$ cat config.mk
export PLATFORM = sky130hd
export DESIGN_NAME = stall_guard
export DESIGN_NICKNAME = d
export VERILOG_FILES = /design/src/rtl/stall_pkg.sv /design/src/rtl/stall_rst_sync.sv /design/src/rtl/stall_hold_cnt.sv /design/src/rtl/stall_guard_fsm.sv /design/src/rtl/stall_guard.sv
export SDC_FILE = /design/constraint.sdc
export NUM_CORES = 1
export LEC_CHECK = 0
export CAP_MARGIN = 20
export CORE_AREA = 2 2 39 41
export DETAILED_ROUTE_END_ITERATION = 7
export DIE_AREA = 0 0 41 43
export DONT_BUFFER_PORTS = 1
export GPL_TIMING_DRIVEN = 0
export HOLD_SLACK_MARGIN = 0.06
export SKIP_LAST_GASP = 1
export SLEW_MARGIN = 5
export SYNTH_ARGS = -nofsm -noshare
export SYNTH_HDL_FRONTEND = slang
export SYNTH_HIERARCHICAL = 1
export SYNTH_SLANG_ARGS = --single-unit
$ cat constraint.sdc
create_clock -name clk -period 0.83 [get_ports clk]
set_input_delay 0.166 -clock clk [delete_from_list [all_inputs] [get_ports clk]]
set_output_delay 0.166 -clock clk [all_outputs]
set_load 0.1 [all_outputs]
$ cat src/rtl/stall_pkg.sv
package stall_pkg;

  // Guard states: idle (stopped or disabled), watching, tripped
  typedef enum logic [1:0] {
    GS_IDLE  = 2'd0,
    GS_WATCH = 2'd1,
    GS_TRIP  = 2'd2
  } guard_state_e;

endpackage

$ cat src/rtl/stall_rst_sync.sv
module stall_rst_sync #(
  parameter int STAGES = 2
) (
  input  logic clk,
  input  logic rst_n,
  output logic rst_n_sync
);

  logic [STAGES-1:0] pipe_q;
  logic [STAGES-1:0] pipe_d;

  always_comb begin
    pipe_d = {pipe_q[STAGES-2:0], 1'b1};
  end

  always_ff @(posedge clk or negedge rst_n) begin
    if (!rst_n) begin
      pipe_q <= '0;
    end else begin
      pipe_q <= pipe_d;
    end
  end

  assign rst_n_sync = pipe_q[STAGES-1];

endmodule

$ cat src/rtl/stall_hold_cnt.sv
module stall_hold_cnt #(
  parameter int HOLD_TICKS = 158,
  parameter int CNT_W      = 8
) (
  input  logic clk,
  input  logic rst_n,
  input  logic load_i,
  input  logic dec_i,
  output logic last_o
);

  localparam logic [CNT_W-1:0] HOLD_VAL = CNT_W'(HOLD_TICKS);
  localparam logic [CNT_W-1:0] ONE_VAL  = CNT_W'(1);

  logic [CNT_W-1:0] cnt_q;
  logic [CNT_W-1:0] cnt_d;
  logic             cnt_en;

  always_comb begin
    cnt_en = load_i | dec_i;
    if (load_i) begin
      cnt_d = HOLD_VAL;
    end else begin
      cnt_d = cnt_q - ONE_VAL;
    end
  end

  always_ff @(posedge clk or negedge rst_n) begin
    if (!rst_n) begin
      cnt_q <= HOLD_VAL;
    end else if (cnt_en) begin
      cnt_q <= cnt_d;
    end
  end

  assign last_o = (cnt_q == ONE_VAL);

  AST_CNT_IN_RANGE: assert property (@(posedge clk) disable iff (!rst_n)
    (cnt_q >= ONE_VAL) && (cnt_q <= HOLD_VAL));
  AST_LOAD_FULL: assert property (@(posedge clk) disable iff (!rst_n)
    load_i |=> (cnt_q == HOLD_VAL));
  AST_DEC_STEP: assert property (@(posedge clk) disable iff (!rst_n)
    (dec_i && !load_i) |=> (cnt_q == $past(cnt_q) - ONE_VAL));

endmodule

$ cat src/rtl/stall_guard_fsm.sv
module stall_guard_fsm
  import stall_pkg::*;
(
  input  logic clk,
  input  logic rst_n,
  input  logic tick_i,
  input  logic unlock_i,
  input  logic halt_i,
  input  logic last_i,
  output logic load_o,
  output logic dec_o,
  output logic trip_o
);

  guard_state_e st_q;
  guard_state_e st_d;
  logic         watching;
  logic         counted;
  logic         expire;

  always_comb begin
    watching = (st_q == GS_WATCH);
    counted  = watching & unlock_i & tick_i;
    expire   = counted & last_i;
    load_o   = ~watching | ~unlock_i | expire;
    dec_o    = counted & ~last_i;
  end

  always_comb begin
    st_d = st_q;
    if (halt_i) begin
      st_d = GS_IDLE;
    end else begin
      case (st_q)
        GS_IDLE:  st_d = GS_WATCH;
        GS_WATCH: if (expire) st_d = GS_TRIP;
        GS_TRIP:  st_d = GS_TRIP;
        default:  st_d = GS_IDLE;
      endcase
    end
  end

  always_ff @(posedge clk or negedge rst_n) begin
    if (!rst_n) begin
      st_q <= GS_IDLE;
    end else begin
      st_q <= st_d;
    end
  end

  assign trip_o = (st_q == GS_TRIP);

  AST_HALT_IDLES: assert property (@(posedge clk) disable iff (!rst_n)
    halt_i |=> (st_q == GS_IDLE));
  AST_IDLE_ARMS_ONLY: assert property (@(posedge clk) disable iff (!rst_n)
    (st_q == GS_IDLE) |=> (st_q != GS_TRIP));

endmodule

$ cat src/rtl/stall_guard.sv
module stall_guard #(
  parameter int HOLD_TICKS  = 158,
  parameter int SYNC_STAGES = 2
) (
  input  logic clk,
  input  logic rst_n,
  input  logic tick_i,
  input  logic unlock_i,
  input  logic stop_i,
  input  logic guard_off_i,
  output logic trip_o
);

  localparam int CNT_W = $clog2(HOLD_TICKS + 1);

  logic rst_n_sync;
  logic halt;
  logic load;
  logic dec;
  logic last;

  assign halt = stop_i | guard_off_i;

  stall_rst_sync #(
    .STAGES(SYNC_STAGES)
  ) u_rst_sync (
    .clk       (clk),
    .rst_n     (rst_n),
    .rst_n_sync(rst_n_sync)
  );

  stall_hold_cnt #(
    .HOLD_TICKS(HOLD_TICKS),
    .CNT_W     (CNT_W)
  ) u_hold_cnt (
    .clk   (clk),
    .rst_n (rst_n_sync),
    .load_i(load),
    .dec_i (dec),
    .last_o(last)
  );

  stall_guard_fsm u_fsm (
    .clk     (clk),
    .rst_n   (rst_n_sync),
    .tick_i  (tick_i),
    .unlock_i(unlock_i),
    .halt_i  (halt),
    .last_i  (last),
    .load_o  (load),
    .dec_o   (dec),
    .trip_o  (trip_o)
  );

  AST_TRIP_AFTER_TICK: assert property (@(posedge clk) disable iff (!rst_n_sync)
    $rose(trip_o) |-> $past(tick_i && unlock_i));
  AST_TRIP_LATCHED: assert property (@(posedge clk) disable iff (!rst_n_sync)
    (trip_o && !stop_i && !guard_off_i) |=> trip_o);
  AST_STOP_CLEARS: assert property (@(posedge clk) disable iff (!rst_n_sync)
    stop_i |=> !trip_o);
  AST_STRAP_CLEARS: assert property (@(posedge clk) disable iff (!rst_n_sync)
    guard_off_i |=> !trip_o);
  AST_LOCKED_NO_RISE: assert property (@(posedge clk) disable iff (!rst_n_sync)
    (!unlock_i && !trip_o) |=> !trip_o);

endmodule

After elaboration in Yosys (flattened, before gate mapping)
Index checks and enable logic that the tools add are counted.
{"block": "word_totals", "inputBits": 6, "out_inout_bits": 1, "wordCells": 24, "reg_bits": 12}
{"block": "classes", "reduce_logical": 1, "bitwise": 11, "n_addsub": 1, "mux": 4, "n_eq_ne": 4}
{"op": "$eq A8 B1 Y1 const B", "n": 1}
{"op": "$mux W8", "n": 1}
{"op": "$sub A8 B1 Y8 const B", "n": 1}
{"op": "$pmux W2 S3", "n": 1}
{"op": "$and A1 B1 Y1", "n": 4}
{"op": "$mux W2", "n": 2}
{"op": "$or A1 B1 Y1", "n": 4}
{"op": "$ne A3 B3 Y1 const B", "n": 1}
{"op": "$not A1 Y1", "n": 3}
{"op": "$eq A2 B1 Y1 const B", "n": 1}
{"op": "$eq A2 B2 Y1 const B", "n": 1}
{"op": "$logic_not A2 Y1", "n": 1}

Logic depth before layout (Yosys ltp)
Gate-level depths: netlist of run 1.
{"block": "depth", "ltp_word": 7, "ltp_mapped": 7, "ltp_nobuf": 7}

Modules after synthesis
Netlist of run 1, hierarchy kept.
{"mod": "stall_hold_cnt", "cells_each": 39, "seq_area_each_um2": 206.4, "area_each_um2": 422.9, "n_inst": 1}
{"mod": "stall_guard_fsm", "cells_each": 16, "seq_area_each_um2": 50.0, "area_each_um2": 160.2, "n_inst": 1}
{"mod": "stall_rst_sync", "cells_each": 3, "seq_area_each_um2": 50.0, "area_each_um2": 53.8, "n_inst": 1}
{"mod": "stall_guard", "cells_each": 1, "seq_area_each_um2": 0.0, "area_each_um2": 6.3, "n_inst": 1}

Worst setup path before layout of run 1
No wires, ideal clock.
{"block": "synth_path", "path_type": "flip-flop to flip-flop", "startpoint": "register u_hold_cnt.cnt_q[1]", "endpoint": "register u_hold_cnt.cnt_q[5]", "arrival_time_ns": 2.204, "path_buffers": 0, "period_less_slack_ns": 2.284, "setup_ns": 0.080, "required_ns": 0.750, "setup_slack_ns": -1.454, "path_stages_with_launch": 8, "path_cell_list": "dfstp_2 inv_1 ha_1 nor4b_1 and4b_2 or4b_4 or4_1 a21oi_1"}
{"block": "synth_via", "elab_chain_cells": 4, "word_cells_on_any_way": 8, "classes_between": "add/sub (1); eq/ne (1); mux (1); bitwise (5)"}
{"element": "start, declared", "line_no": "stall_hold_cnt.sv:15", "text": "logic [CNT_W-1:0] cnt_q;"}
{"element": "start signal, assigned", "line_no": "stall_hold_cnt.sv:32", "text": "cnt_q <= cnt_d;"}
{"element": "$eq A8 B1 Y1", "line_no": "stall_hold_cnt.sv:36", "text": "assign last_o = (cnt_q == ONE_VAL);"}
{"element": "via last", "line_no": "stall_guard.sv:20", "text": "logic last;"}
{"element": "$not A1 Y1", "line_no": "stall_guard_fsm.sv:26", "text": "dec_o = counted & ~last_i;"}
{"element": "$and A1 B1 Y1", "line_no": "stall_guard_fsm.sv:26"}
{"element": "via dec", "line_no": "stall_guard.sv:19", "text": "logic dec;"}
{"element": "$or A1 B1 Y1", "line_no": "stall_hold_cnt.sv:20", "text": "cnt_en = load_i | dec_i;"}
The timed path passes the listed nets, and every way through them passes these cells.
A chain may end at the register's enable or synchronous reset.

Worst setup path after layout of run 1
Ends and elaborated chain as after synthesis.

==> metrics.txt, run 1 <==
status=complete, but fails checks; failing checks=negative setup slack; Psw=0.266 mW; Post-Syn Instances=59; WS Path Type=flop to flop; fin nets=88; commonest cells after routing, fill and taps aside=buf_4 (10), dfrtp_1 (7), nand2b_1 (5), dfstp_2 (5); Avg WL per Cell=roughly 14 µm; Clock Power Share=39.7%; Max Clk Rate=442 MHz; multi-input logic area=400 µm²; DIE AREA=roughly 1800 µm²; CP Cell Sequence=inv_2 -> ha_4 -> nor4b_4 -> and4b_2 -> or4b_4 -> or4_4 -> a21oi_2; Pre-antenna DRT Iters=4; P per Cell Area=1330 nW/µm²; num rows=14; Clk Tree Root Cell=clkbuf_4; io pins=7; Slowest cell on crit path=dfstp_2; Final Hold Viols=0; clk_skew=between 5 and 6 ps; CTS tree=yes; reg-to-reg endpoint=u_hold_cnt/cnt_q[5]; drt drc=0; Clock Latency Late Sink=about 270 ps; vias in the first global route=478; vias per std cell=5.40; synth unique cells=28; n_diodes=0; Logic pwr share=under 10%; post-synthesis sequential area ratio=47.7%; sequential share of power=a little over half; Layout fillers=approximately 110; CP startpoint kind=flop; minimum hold slack=119 ps; min Tclk post-route=~2300 ps; area grow syn2layout=37.7%; Post-synth EDFFs=0; worst path required time=1020 ps; Mapped Nets=70; critical path peak fanout=4; initial antenna violation count=0; largest net degree at the start of global routing=11; hpwl dp=788 µm; CTS sink count=12; VDD IR max=a little over 0.8 mV; Die Y=between 40 and 50 µm; crit path to=u_hold_cnt/cnt_q[5]; Post-synth ARST share=100%; reg2reg start=u_hold_cnt/cnt_q[1]; synthesized area=643 µm²; setup_tns=-13,290 ps; Routed WL=1270 µm; initial DRC count=2; Final ANT Viol Nets=0; CP endpoint kind=flop; Pwr Total=1.17 mW; Worst Setup SP=u_hold_cnt/cnt_q[1]; critical path arrival=about 2500 ps; max incr delay on CP=550 ps; commonest non-fill, non-tap cell in the layout=buf_4; first-pass GRT wire length=2090 µm; layout cells sized above 1=48.7%; Horiz. Die Dim=41 µm; via count=~500; r2r worst-path depth=7; average size of a mapped cell=10.9 µm²; H-tree depth=1; Final setup viols=11; clk slew on worst S/H paths=80 ps; #FFs+latches synth=12; Worst Slack Setup Final=-1430 ps; port buffer count=0; Total GRT Usage=around 18%; Internal Pwr Total=between 0.9 and 1 mW; hold crit path type=input pin to async pin; last weighted congestion value of the routability-driven placer=0.649; core area=approximately 1400 µm²; RSZ-0062 raised after global routing=yes; Main synth FF type=dfrtp_1; Register Area=307 µm²; max_cap viols=0; fin crit share=273%; Max clock buf depth=2; Net Sw Frac=22.6%; YS warnings=6; Max Slew Vio Count=0; FF-to-FF setup slack=-1430 ps; total congestion overflow=0; total CTS buffers=3; LEAKAGE=0.382 nW; Initial Util=a little under half
[power groups by stage]
stage | Combinational [mW] | Clock [mW] | Sequential, mW
global route | 0.106 | 0.527 | 0.616
finish | 0.0964 | 0.466 | 0.613
global placement | 0.0674 | 0 | 0.624
detailed placement | 0.0689 | 0 | 0.625
floorplan | 0.0598 | 0 | 0.619
CTS | 0.0814 | 0.478 | 0.614
[per-stage QoR]
stage                     cell area (µm²)  setup WS (ps)  std cells  utilization [%]
after floorplan                       687          -1400         59                -
after global placement                707          -1470         75             51.1
after detailed placement              707          -1480         75             51.1
after CTS                             826          -1400         87             59.7
after global routing                  886          -1490         92             64.0
final                                 886          -1430         92             64.0
[final cells by class]
| class | count | area share [%] |
|---|---|---|
| multi-input combinational | 43 | 45.2 |
| tap | 16 | 2.26 |
| sequential | 12 | 34.6 |
| inverter | 4 | 1.69 |
| clock buffer | 4 | 4.10 |
| timing repair buffer | 13 | 12.1 |
[metal layers]
layer	share of wire, %	global-route usage, %	wire, µm
met5	0	0	0
met4	0	4.00	0
met3	1.9	4.71	24
met2	56	30.6	707
met1	42	21.1	541
[how the worst min path moves through the flow]
stage                                 to   from  slack [ps]
floorplan           u_rst_sync/pipe_q[0]  rst_n        -130
global placement    u_rst_sync/pipe_q[0]  rst_n        -130
detailed placement  u_rst_sync/pipe_q[1]  rst_n        -130
CTS                 u_rst_sync/pipe_q[1]  rst_n         110
finish              u_rst_sync/pipe_q[1]  rst_n         120
global route        u_rst_sync/pipe_q[1]  rst_n         110
[critical path, delay by kind of cell (launching register included)]
family,cells,cell delay [ps]
AOI/OAI and AO/OA,1,120
adders and majority gates,1,140
buffers and inverters,1,60
DFF,1,550
and+or+nand+nor,4,1310
[registers in the layout (all words and copies together), names as in the netlist]
register / cells
u_hold_cnt/cnt_q: 8
u_rst_sync/pipe_q: 2
u_fsm/st_q: 2
[cells by family after synthesis]
logic type      share of synthesized area (%)
xor+xnor                                 4.09
buf+inv                                  2.33
compound gates                           4.86
fa+ha+maj                                9.73
mux                                      4.86
other cells                             0.583
flops                                    47.7
simple gates                             25.9
[cells in the mapped netlist, drive strengths merged (2+ instances only)]
cell    count  share of area, %
dfrtp       7                27
dfstp       5                20
ha          5               9.7
nand2b      5               4.9
inv         4               2.3
nand2       3               1.8
mux2i       2               3.1
nand3       2               1.6
nor2        2               1.2
nor3        2               1.6
o21ai       2               1.6
or3         2               1.9
or4         2               2.3
xor2        2               2.7
[timing repair]
item,4_1_cts,5_1_grt
setup endpoints to repair,11,11
pin swaps,3,4
hold endpoints to repair,2,0
hold buffers,1,0
gates resized for setup,4,7
setup buffers,7,5
Power figures use the tool's default switching activity.
==> inputs of run 2 (changes only) <==
--- a/config.mk
+++ b/config.mk
@@ -5,13 +5,14 @@
 export SDC_FILE = /design/constraint.sdc
 export NUM_CORES = 1
 export LEC_CHECK = 0
+export BUFFER_PORTS_ARGS = -buffer_cell sky130_fd_sc_hd__buf_2
 export CAP_MARGIN = 20
 export CORE_AREA = 2 2 39 41
 export DETAILED_ROUTE_END_ITERATION = 7
 export DIE_AREA = 0 0 41 43
-export DONT_BUFFER_PORTS = 1
 export GPL_TIMING_DRIVEN = 0
 export HOLD_SLACK_MARGIN = 0.06
+export PLACE_DENSITY = 0.68
 export SKIP_LAST_GASP = 1
 export SLEW_MARGIN = 5
 export SYNTH_ARGS = -nofsm -noshare
==> constraint.sdc (replaced) <==
create_clock -name clk -period 2.6 [get_ports clk]
set_input_delay 0.52 -clock clk [delete_from_list [all_inputs] [get_ports clk]]
set_output_delay 0.52 -clock clk [all_outputs]
set_load 0.1 [all_outputs]
==> run 2 against run 1 <==
The run now ends clean. Via count fell by 8.9%. Final cell count fell by 6.5%. Clock power fell by 69%. Sequential share of layout area rose by 6.9 points. Clock skew fell by 5.4 ps. Global-route usage fell by 3.2 points. Worst setup slack improved by 1600 ps. Critical path depth fell by 1. Critical path type unchanged.
==> metrics.txt, run 2 (synthesis results as in run 1) <==
status=finished clean; last weighted congestion value of the routability-driven placer=0.679 (+4.6%); largest net degree at the start of global routing=11 (unchanged); Setup Buffers After CTS=0 (-7); critical path peak fanout=5 (+1); port buffer count=6 (+6); vias in the first global route=425 (-11%); Layout fillers=128 (+14%); Initial Util=46.5% (unchanged); Biggest register=u_hold_cnt/cnt_q; actual slew at the worst max-slew pin=493 ps; Non-Filler Instances=86 (-6.5%); fin nets=82 (-6.8%); H-tree depth=1 (unchanged); Horiz. Die Dim=41 µm (unchanged); CTS tree=yes; Placed Cells=81 (+8.0%); VDD IR max=0.286 mV (-65%); Psw=0.0807 mW (-70%); total congestion overflow=0 (unchanged); clk_skew=0.460 ps (-5.35 ps); Worst Slack Setup Final=152 ps (+1580 ps); initial antenna violation count=0 (unchanged); Final setup viols=0 (-11); critical path arrival=2640 ps (+180 ps); RSZ-0062 raised after global routing=no; n_diodes=0 (unchanged); met2 Usage GRT=22.2% (-8.4 points); commonest non-fill, non-tap cell in the layout=dfrtp_1; Logic pwr share=6.9% (-1.3 points); P per Cell Area=496 nW/µm² (-63%); sequential share of power=53.2% (+1.1 points); hold crit path type=flop to async pin; fin util=53.4% (-11 points); Final Hold Viols=0 (unchanged); Net Sw Frac=22.0% (-0.63 points); Die Y=43 µm (unchanged); num rows=14 (unchanged); CP endpoint kind=flop; CTS sink count=12 (unchanged); setup_tns=0 ps (+13,290 ps); area grow syn2layout=15.0%; Final ANT Viol Nets=0 (unchanged); max_cap viols=0 (unchanged); headroom to the max-slew limit=roughly two thirds; post_cts resized=0 (-4); core area=1380 µm² (unchanged); clk slew on worst S/H paths=80 ps (about the same); layout cells sized above 1=25.7% (-23 points); commonest cells after routing, fill and taps aside=dfrtp_1 (7), buf_2 (6), nand2b_1 (5), ha_1 (5), dfstp_2 (5); via count=453 (-8.9%); Avg WL per Cell=11.5 µm (-17%); io pins=7 (unchanged); min Tclk post-route=2450 ps (+185 ps); GRT Max-Usage Layer=met2; grt met3 use=4.19% (-0.52 points); worst path required time=2790 ps (+1770 ps); LEAKAGE=0.313 nW (-18%); vias per std cell=5.27 (-2.5%); pre-CTS setup slack=155 ps (+1630 ps); first-pass GRT wire length=1700 µm (-19%); fin crit share=94.2% (-180 points); biggest regs=u_hold_cnt/cnt_q (8), u_fsm/st_q (2), u_rst_sync/pipe_q (2); DIE AREA=1760 µm² (unchanged); Pwr Total=0.367 mW (-69%); initial DRC count=2 (unchanged); Max clock buf depth=2 (unchanged); WS Path Type=flop to flop; CP startpoint kind=flop; Internal Pwr Total=0.286 mW (-69%); Clock Power Share=39.9% (+0.2 points); Pre-antenna DRT Iters=2 (-2); Clock Latency Late Sink=260 ps (about the same); total CTS buffers=3 (unchanged); hpwl dp=760 µm (-3.5%); Total GRT Usage=14.6% (-3.2 points); Max Slew Vio Count=0 (unchanged); Max Clk Rate=408 MHz (-7.6%); Routed WL=985 µm (-23%); met1 usage=16.8% (-4.3 points); max reg flops=8 (unchanged); Clk Tree Root Cell=clkbuf_4; drt drc=0 (unchanged)
## run 2: per-stage QoR
step / cell area [µm²] / hold slack, ps
3_3_place_gp: 693 / 176
5_1_grt: 739 / 213
3_5_place_dp: 693 / 181
4_1_cts: 739 / 184
6_report: 739 / 160
2_1_floorplan: 643 / 117
## run 2: critical path, cell delays in order, from the launching register on
cell,delay (ps)
dfrtp_1,410
or4_1,570
nor4b_1,460
and4b_2,330
or4b_4,240
nor3_1,40
or3b_1,340
## run 2: layout make-up
type | count | area [µm²] | share of cell area [%]
clock buffers | 4 | 36.3 | 4.91
flip-flops and latches | 12 | 307 | 41.5
inverters | 4 | 15.0 | 2.03
repair buffers | 7 | 40.0 | 5.41
well taps | 16 | 20.0 | 2.71
multi-input cells | 43 | 322 | 43.5
## run 2: final timing paths
kind / start / endpoint / slack [ps] / cells past startpoint
max in group asynchronous: rst_n / u_rst_sync/pipe_q[0] / 1950 / 2
setup reg to reg: u_hold_cnt/cnt_q[5] / u_hold_cnt/cnt_q[7] / 150 / 6
min in group clk: u_rst_sync/pipe_q[0] / u_rst_sync/pipe_q[1] / 360 / 0
hold reg to reg: u_rst_sync/pipe_q[1] / u_hold_cnt/cnt_q[6] / 160 / 0
hold / removal: u_rst_sync/pipe_q[1] / u_hold_cnt/cnt_q[6] / 160 / 0
setup / recovery: u_hold_cnt/cnt_q[5] / u_hold_cnt/cnt_q[7] / 150 / 6
## run 2: power groups by stage
stage | logic, mW | registers, mW | clock network, mW
after floorplan | 0.0174 | 0.197 | 0
after global placement | 0.0238 | 0.198 | 0
after detailed placement | 0.0246 | 0.199 | 0
after CTS | 0.0258 | 0.195 | 0.150
after global routing | 0.0288 | 0.196 | 0.158
final | 0.0253 | 0.195 | 0.146
## run 2: per-layer routing
metal	wire, µm	part of all wire [%]	vias to the layer above
met5	0	0	-
met4	10	1.0	0
met3	29	2.9	2
met2	476	48	6
met1	469	48	217
li1	-	-	228
## run 2: repair_timing
action / CTS / global route
endpoints found under the hold margin: 2 / 0
endpoints found under the setup margin: 0 / 0
hold buffers: 1 / 0
==> inputs of run 3 (changes only) <==
--- a/config.mk
+++ b/config.mk
@@ -5,14 +5,15 @@
 export SDC_FILE = /design/constraint.sdc
 export NUM_CORES = 1
 export LEC_CHECK = 0
+export ABC_AREA = 1
 export BUFFER_PORTS_ARGS = -buffer_cell sky130_fd_sc_hd__buf_2
 export CAP_MARGIN = 20
-export CORE_AREA = 2 2 39 41
+export CORE_MARGIN = 2
+export CORE_UTILIZATION = 55
 export DETAILED_ROUTE_END_ITERATION = 7
-export DIE_AREA = 0 0 41 43
 export GPL_TIMING_DRIVEN = 0
 export HOLD_SLACK_MARGIN = 0.06
-export PLACE_DENSITY = 0.68
+export PLACE_DENSITY = 0.75
 export SKIP_LAST_GASP = 1
 export SLEW_MARGIN = 5
 export SYNTH_ARGS = -nofsm -noshare
==> run 3 against run 2 <==
Non-clock buffer count unchanged. Clock power about the same. Area after synthesis up 12%. Synthesized cell count up 49%. Highest routed layer unchanged. Largest power group unchanged. Core utilization up 11 points. Register-to-register slack better by 300 ps.
==> metrics.txt, run 3 <==
status=finished clean; largest net degree at the start of global routing=11 (unchanged); total congestion overflow=0 (unchanged); max reg flops=8 (unchanged); post_cts resized=0 (unchanged); Pwr Total=0.372 mW (+1.5%); Routed WL=1290 µm (+31%); reg2reg start=u_hold_cnt/cnt_q[1]; critical path peak fanout=4 (-1); hold crit path type=flop to async pin; max_cap viols=0 (unchanged); Max clock buf depth=2 (unchanged); post-synth top area share=24.3% (-3.0 points); last weighted congestion value of the routability-driven placer=0.742 (+9.3%); Setup Buffers After CTS=0 (unchanged); setup_tns=0 ps (unchanged); #FFs+latches synth=12 (unchanged); initial antenna violation count=0 (unchanged); Horiz. Die Dim=40.2 µm (-1.9%); initial DRC count=8 (+6); Main synth FF type=dfrtp_1; drt drc=0 (unchanged); io pins=7 (unchanged); fin crit share=82.5% (-12 points); n_diodes=0 (unchanged); H-tree depth=1 (unchanged); Layout fillers=106 (-17%); most frequent cell after synthesis=nand2_1; P per Cell Area=455 nW/µm² (-8.2%); area grow syn2layout=13.2%; Mapped Nets=99 (+41%); Non-Filler Instances=114 (+33%); pre-CTS setup slack=457 ps (+302 ps); Post-Syn Instances=88 (+49%); hold_buf cts=1 (unchanged); DIE AREA=1620 µm² (-8.2%); CP startpoint kind=flop; Worst Setup SP=u_hold_cnt/cnt_q[1]; vias in the first global route=511 (+20%); minimum hold slack=162 ps (+1.93 ps); Final Hold Viols=0 (unchanged); VDD IR max=0.350 mV (+23%); Placed Cells=109 (+35%); r2r worst-path depth=11 (+5); vias per std cell=4.99 (-5.2%); worst path required time=2760 ps (-30 ps); Clock Latency Late Sink=260 ps (about the same); hpwl dp=1030 µm (+36%); clk_skew=2.60 ps (+2.14 ps); Clk Tree Root Cell=clkbuf_4; reg-to-reg endpoint=u_hold_cnt/cnt_q[5]; Placement Cell Area=771 µm² (+11%); Post-synth EDFFs=0 (unchanged); layout cells sized above 1=31.3% (+5.6 points); crit path to=u_hold_cnt/cnt_q[5]; Avg WL per Cell=11.3 µm (-1.3%); most common library cells after synthesis=nand2_1 (16), inv_1 (12), nand3_1 (8); post-route cell area=817 µm² (+10%); fin nets=111 (+35%); via count=569 (+26%); fin util=64.4% (+11 points); WS Path Type=flop to flop; CTS sink count=12 (unchanged); Worst Slack Setup Final=455 ps (+303 ps); FF-to-FF setup slack=460 ps (+300 ps); Final ANT Viol Nets=0 (unchanged); total CTS buffers=3 (unchanged); biggest regs=u_hold_cnt/cnt_q (8), u_fsm/st_q (2), u_rst_sync/pipe_q (2); port buffer count=6 (unchanged); num rows=13 (-1); Biggest register=u_hold_cnt/cnt_q; commonest cells after routing, fill and taps aside=nand2_1 (16), inv_1 (12), nand3_1 (8); LEAKAGE=0.392 nW (+25%); first-pass GRT wire length=2020 µm (+19%); CP endpoint kind=flop; synthesized area=722 µm² (+12%); YS warnings=6 (unchanged); RSZ-0062 raised after global routing=no; synth unique cells=20 (-29%); Total GRT Usage=19.9% (+5.2 points); Post-synth ARST share=100% (unchanged); post-synthesis sequential area ratio=42.5% (-5.2 points); Die Y=40.2 µm (-6.4%); Final setup viols=0 (unchanged); Max Slew Vio Count=0 (unchanged); Max Clk Rate=466 MHz (+14%); Synth area leader=dfrtp_1; average size of a mapped cell=8.20 µm² (-25%); Initial Util=56.9% (+10 points); clk slew on worst S/H paths=70 ps (about the same); CTS tree=yes; min Tclk post-route=2140 ps (-303 ps); commonest non-fill, non-tap cell in the layout=nand2_1; critical path arrival=2300 ps (-340 ps); top cells by area, synth=dfrtp_1 (24%), dfstp_2 (18%), ha_1 (8.7%); core area=1270 µm² (-8.3%); Pre-antenna DRT Iters=4 (+2)
[run 3: cell count changes after synthesis, sizes merged, moves of 5 or more]
| cell | before | now |
|---|---|---|
| nor2 | 2 | 14 |
| nand3 | 2 | 9 |
| nand2b | 5 | 0 |
| inv | 4 | 16 |
| nand2 | 3 | 18 |
[run 3: how the worst min path moves through the flow]
stage,cells past startpoint,slack [ps],startpoint,end
final,0,160,u_rst_sync/pipe_q[1],u_fsm/st_q[1]
after global routing,0,210,u_rst_sync/pipe_q[1],u_fsm/st_q[0]
after CTS,0,180,u_rst_sync/pipe_q[1],u_fsm/st_q[0]
after detailed placement,0,170,u_rst_sync/pipe_q[1],u_hold_cnt/cnt_q[0]
after global placement,0,160,u_rst_sync/pipe_q[1],u_fsm/st_q[0]
after floorplan,0,120,u_rst_sync/pipe_q[1],u_fsm/st_q[0]
[run 3: layout make-up]
| class | count | area (µm²) | share of cell area [%] |
|---|---|---|---|
| Clock buffer | 4 | 36.3 | 4.44 |
| Multi-Input combinational cell | 60 | 355 | 43.5 |
| Inverter | 16 | 60.1 | 7.35 |
| Timing Repair Buffer | 7 | 40.0 | 4.90 |
| Sequential cell | 12 | 307 | 37.5 |
| Tap cell | 15 | 18.8 | 2.30 |
[run 3: cells by family (layout without fill, tap and decap cells)]
family | after synthesis | after routing | synth area share [%]
buffers and inverters | 16 | 27 | 8.32
adder cells (fa/ha/maj) | 5 | 5 | 8.67
AND/OR/NAND/NOR | 45 | 45 | 33.4
AO/OA/AOI/OAI | 9 | 9 | 6.59
flip-flops | 12 | 12 | 42.5
other | 1 | 1 | 0.519
[run 3: per-layer routing]
layer | share of wire, % | GRT usage [%]
met2 | 50 | 35.5
met5 | 0 | 0
met3 | 2.7 | 1.67
met1 | 46 | 22.5
met4 | 1.1 | 12.5
[run 3: worst max-delay path: stages, from the launching register on]
cell and delay, ps:
dfstp_2 380, inv_1 80, ha_1 150, nand2_1 60
nor4_1 440, nand4_2 220, nand2_1 220, nor2_2 100
nor2_2 190, nand3_1 90, nand2_1 60, nor2_1 40
[run 3: power breakdown]
part	switching, mW	internal [mW]
Sequential	0.00475	0.191
Combinational	0.0227	0.0112
Clock	0.0578	0.0850
Total	0.0852	0.287
